===== config.mk =====
export PLATFORM = sky130hd
export DESIGN_NAME = intn_node
export DESIGN_NICKNAME = d
export VERILOG_FILES = /design/src/rtl/intn_pkg.sv /design/src/rtl/intn_flag_bank.sv /design/src/rtl/intn_qualify.sv /design/src/rtl/intn_pend_latch.sv /design/src/rtl/intn_node.sv
export SDC_FILE = /design/constraint.sdc
export NUM_CORES = 1
export LEC_CHECK = 0
export ABC_AREA = 1
export ABC_CLOCK_PERIOD_IN_PS = 1040
export CAP_MARGIN = 10
export CORE_AREA = 2 2 39 41
export CTS_BUF_LIST = sky130_fd_sc_hd__clkbuf_4
export DETAILED_ROUTE_END_ITERATION = 10
export DIE_AREA = 0 0 41 43
export SYNTH_ARGS = -nofsm -noshare
export SYNTH_HDL_FRONTEND = slang
export SYNTH_SLANG_ARGS = --single-unit

===== constraint.sdc =====
create_clock -name clk -period 1.04 [get_ports clk]
set_input_delay 0.208 -clock clk [delete_from_list [all_inputs] [get_ports clk]]
set_output_delay 0.208 -clock clk [all_outputs]
set_load 0.02 [all_outputs]

===== src/rtl/intn_pkg.sv =====
package intn_pkg;

  // Action taken on the pending latch in a given cycle.
  typedef enum logic [1:0] {
    PEND_HOLD = 2'd0,
    PEND_SET  = 2'd1,
    PEND_DROP = 2'd2
  } pend_act_e;

  // Default node width and per-flag own-enable marking.
  localparam int unsigned DEF_N_EVT = 4;

endpackage


===== src/rtl/intn_flag_bank.sv =====
module intn_flag_bank #(
  parameter int unsigned N_EVT = 4
) (
  input  logic             clk,
  input  logic             rst_n,
  input  logic [N_EVT-1:0] set_i,
  input  logic [N_EVT-1:0] clr_i,
  output logic [N_EVT-1:0] flags_q,
  output logic             flags_or
);

  logic [N_EVT-1:0] flag_d;
  logic [N_EVT-1:0] flag_ce;

  for (genvar g = 0; g < N_EVT; g++) begin : g_flag
    // Next state: a set pulse wins over a clear strobe in the same cycle.
    always_comb begin
      flag_ce[g] = set_i[g] | clr_i[g];
      flag_d[g]  = set_i[g];
    end

    always_ff @(posedge clk or negedge rst_n) begin
      if (!rst_n) begin
        flags_q[g] <= 1'b0;
      end else if (flag_ce[g]) begin
        flags_q[g] <= flag_d[g];
      end
    end
  end

  assign flags_or = |flags_q;

endmodule


===== src/rtl/intn_qualify.sv =====
module intn_qualify #(
  parameter int unsigned          N_EVT       = 4,
  parameter logic [N_EVT-1:0]     OWN_EN_MASK = '1
) (
  input  logic [N_EVT-1:0] flags_i,
  input  logic [N_EVT-1:0] evt_en_i,
  input  logic             node_en_i,
  output logic             any_qual_o
);

  logic [N_EVT-1:0] qual;

  for (genvar g = 0; g < N_EVT; g++) begin : g_qual
    if (OWN_EN_MASK[g]) begin : g_own
      // Event has its own enable: needs node and event enable.
      assign qual[g] = flags_i[g] & evt_en_i[g] & node_en_i;
    end else begin : g_node
      // Event gated only by the node enable.
      assign qual[g] = flags_i[g] & node_en_i;
    end
  end

  assign any_qual_o = |qual;

endmodule


===== src/rtl/intn_pend_latch.sv =====
module intn_pend_latch
  import intn_pkg::*;
(
  input  logic clk,
  input  logic rst_n,
  input  logic req_or_i,
  input  logic any_qual_i,
  input  logic ack_i,
  output logic pend_q
);

  logic      prev_or_q;
  logic      rise;
  pend_act_e act;
  logic      pend_d;
  logic      pend_ce;

  assign rise = req_or_i & ~prev_or_q;

  // Next-state: loss of all qualified flags dominates; a fresh edge beats ack.
  always_comb begin
    act = PEND_HOLD;
    if (!any_qual_i) begin
      act = PEND_DROP;
    end else if (rise) begin
      act = PEND_SET;
    end else if (ack_i) begin
      act = PEND_DROP;
    end
  end

  always_comb begin
    pend_ce = (act != PEND_HOLD);
    pend_d  = (act == PEND_SET);
  end

  always_ff @(posedge clk or negedge rst_n) begin
    if (!rst_n) begin
      prev_or_q <= 1'b0;
    end else begin
      prev_or_q <= req_or_i;
    end
  end

  always_ff @(posedge clk or negedge rst_n) begin
    if (!rst_n) begin
      pend_q <= 1'b0;
    end else if (pend_ce) begin
      pend_q <= pend_d;
    end
  end

endmodule


===== src/rtl/intn_node.sv =====
module intn_node #(
  parameter int unsigned      N_EVT       = intn_pkg::DEF_N_EVT,
  parameter logic [N_EVT-1:0] OWN_EN_MASK = {1'b0, {(N_EVT-1){1'b1}}}
) (
  input  logic             clk,
  input  logic             rst_n,
  input  logic [N_EVT-1:0] evt_set_i,
  input  logic [N_EVT-1:0] flag_clr_i,
  input  logic [N_EVT-1:0] evt_en_i,
  input  logic             node_en_i,
  input  logic             cpu_ack_i,
  output logic [N_EVT-1:0] flags_o,
  output logic             irq_o
);

  logic [N_EVT-1:0] flags_q;
  logic             flags_or;
  logic             any_qual;
  logic             pend_q;

  intn_flag_bank #(
    .N_EVT (N_EVT)
  ) u_flags (
    .clk      (clk),
    .rst_n    (rst_n),
    .set_i    (evt_set_i),
    .clr_i    (flag_clr_i),
    .flags_q  (flags_q),
    .flags_or (flags_or)
  );

  intn_qualify #(
    .N_EVT       (N_EVT),
    .OWN_EN_MASK (OWN_EN_MASK)
  ) u_qual (
    .flags_i    (flags_q),
    .evt_en_i   (evt_en_i),
    .node_en_i  (node_en_i),
    .any_qual_o (any_qual)
  );

  intn_pend_latch u_pend (
    .clk        (clk),
    .rst_n      (rst_n),
    .req_or_i   (flags_or),
    .any_qual_i (any_qual),
    .ack_i      (cpu_ack_i),
    .pend_q     (pend_q)
  );

  assign flags_o = flags_q;
  assign irq_o   = pend_q & node_en_i;

endmodule


==> results.ini <==
[yosys]
postSynthCellCount=31
ys_seq_area_frac=0.5687
synthesis.nets=47
synthesis.area_um2=264.0
yosysTopAreaCellShare=0.5687
yosys_warnings=0
synth_seq_cells=6
netlist-cell-type-count=7
yosysTopAreaCell=dfrtp_1
avgSynthCellArea_um2=8.516
synth.area.top_cells=dfrtp_1 (57%), o21bai_1 (11%), inv_1 (10%)

[detailed_routing]
wl_per_cell_um=8.213
ant_nets=0
via_per_inst=3.813
drt-total-wl_um=616
drc=0
drtIter0Drc=8
drt-pass1-iter-count=2
dr_total_vias=286

[global_routing]
grt_pass1_wl_um=966
gr-total-overflow=0
antenna_found_initial=0
grt_max_degree=7
grt_pass1_vias=237
grt.total_usage=0.08880

[clock_network]
cts.clk_slew.worst_paths_ns=0.05
clk_latency_ns=0.25
htreeDepth=1
clockBufferDepth=2
numCtsBuffers=3
cts_tree=done
cts_root_buf=clkbuf_4
clock_sinks=6

[floorplan]
die_w_um=41
num_io_pins=21
num_rows=14
start_util=0.1908
core_um2=1384
die_y_um=43
die_area_um2=1763

[timing]
layout_min_cycle_time_ns=1.036
fin_skew_ns=0.001918
finalHoldViolCount=0
rsz0062_at_grt=yes
maxSlewHeadroom=0.8120
finalWorstSetupSlack_ns=0.004010
max_freq_mhz=965.3
period_share=0.9961
whs_ns=0.2047
finalSetupViolCount=0
tightest_slew_ns=0.2811
drv_slew=0

[setup_path]
critPathBufInv=2
crit_chain=nand2_1, inv_1, buf_6
start_kind=register
max_stage_delay_ns=0.37
cp.required_ns=0.83
r2r_end=u_pend.pend_q
cp_data_arrival_time_ns=0.83
crit_start=u_pend.pend_q
worstRegToRegCells=5
critPathMaxFanout=2
crit_type=reg2out
end_kind=primary output
path_delay_family=flip-flops
slowest_stage=dfrtp_1
regToRegSetupSlack_ns=0.09
rr_startpoint=u_flags.flags_q[2]

[final_layout]
final_common_cell=clkdlybuf4s50_1
area_delta_synth_final_pct=97.63
nNetsFinal=77
register_area_um2=150.1
final_core_util=0.3770
fillers=149
antenna_cells=0
multi_input_area_um2=87.58
drive_gt1_frac=0.2373
layout_common_cells=clkdlybuf4s50_1 (13), inv_1 (7), buf_4 (6), dfrtp_1 (6)
final_cell_area_um2=521.8

[place]
pre_cts_ws_ns=-0.5321
placed_area_um2=511.7
port_buffers=19
globalplace.congestion=0.6875
dp_hpwl_um=480.9

[power]
power_uw=599.9
leakagePower_nw=0.2742
power.density_nw_per_um2=1150
ir_drop_mv=0.4704

[status]
status=finished clean

[min_path]
hold_class=in2async

[flow_run]
maxCapViolations=0

[cell type report]
type                    instances  share of cell area
multi-input cells              18              0.1679
repair buffers                 25              0.4125
inverters                       7             0.05036
flip-flops and latches          6              0.2878
clock buffers                   3             0.04317
well taps                      16             0.03837
[per-layer routing]
metal	up-vias	GRT usage	part of all wire
li1	154	-	-
met1	116	0.1078	0.42
met2	14	0.1031	0.45
met3	2	0.05236	0.11
met4	0	0.08000	0.024
met5	-	0	0
[stage by stage]
stage	std cells	TNS, ns
after CTS	74	-0.006303
after global placement	71	-1.031
final	75	0
after detailed placement	71	-1.026
after floorplan	31	0
after global routing	75	-0.04184
[cell usage after synthesis (all sizes together)]
master and count:
inv 7, dfrtp 6, nand2 5, nor2 5
o21bai 4, nand3 3, a21oi 1
[report_power, final]
group / leakage [nW] / switching (mW) / internal (mW)
clock: 0.0138 / 0.0891 / 0.131
combinational: 0.195 / 0.0495 / 0.0800
sequential: 0.0657 / 0.00499 / 0.246
total: 0.274 / 0.144 / 0.456
[worst max path at each step]
stage / endpoint / cells past startpoint
after floorplan: u_pend.pend_q / 4
final: irq_o / 3
after CTS: irq_o / 3
after global placement: irq_o / 4
after global routing: irq_o / 3
after detailed placement: irq_o / 4
[sequential cells by signal (all words and copies together), names as in the netlist]
name / count
u_pend.pend_q: 1
u_pend.prev_or_q: 1
u_flags.flags_q: 4
[cells by family after synthesis]
family	count (synthesis)	synth area share
AO/OA/AOI/OAI	5	0.1327
buffers and inverters	7	0.09954
flip-flops	6	0.5687
AND/OR/NAND/NOR	13	0.1991
[what timing repair did]
item	in CTS	in global routing
hold buffers	0	0
endpoints found under the setup margin	5	1
gates resized for setup	23	0
buffers inserted	0	1
pin swaps	1	0
Note: power is estimated with default switching activity, not from simulation.
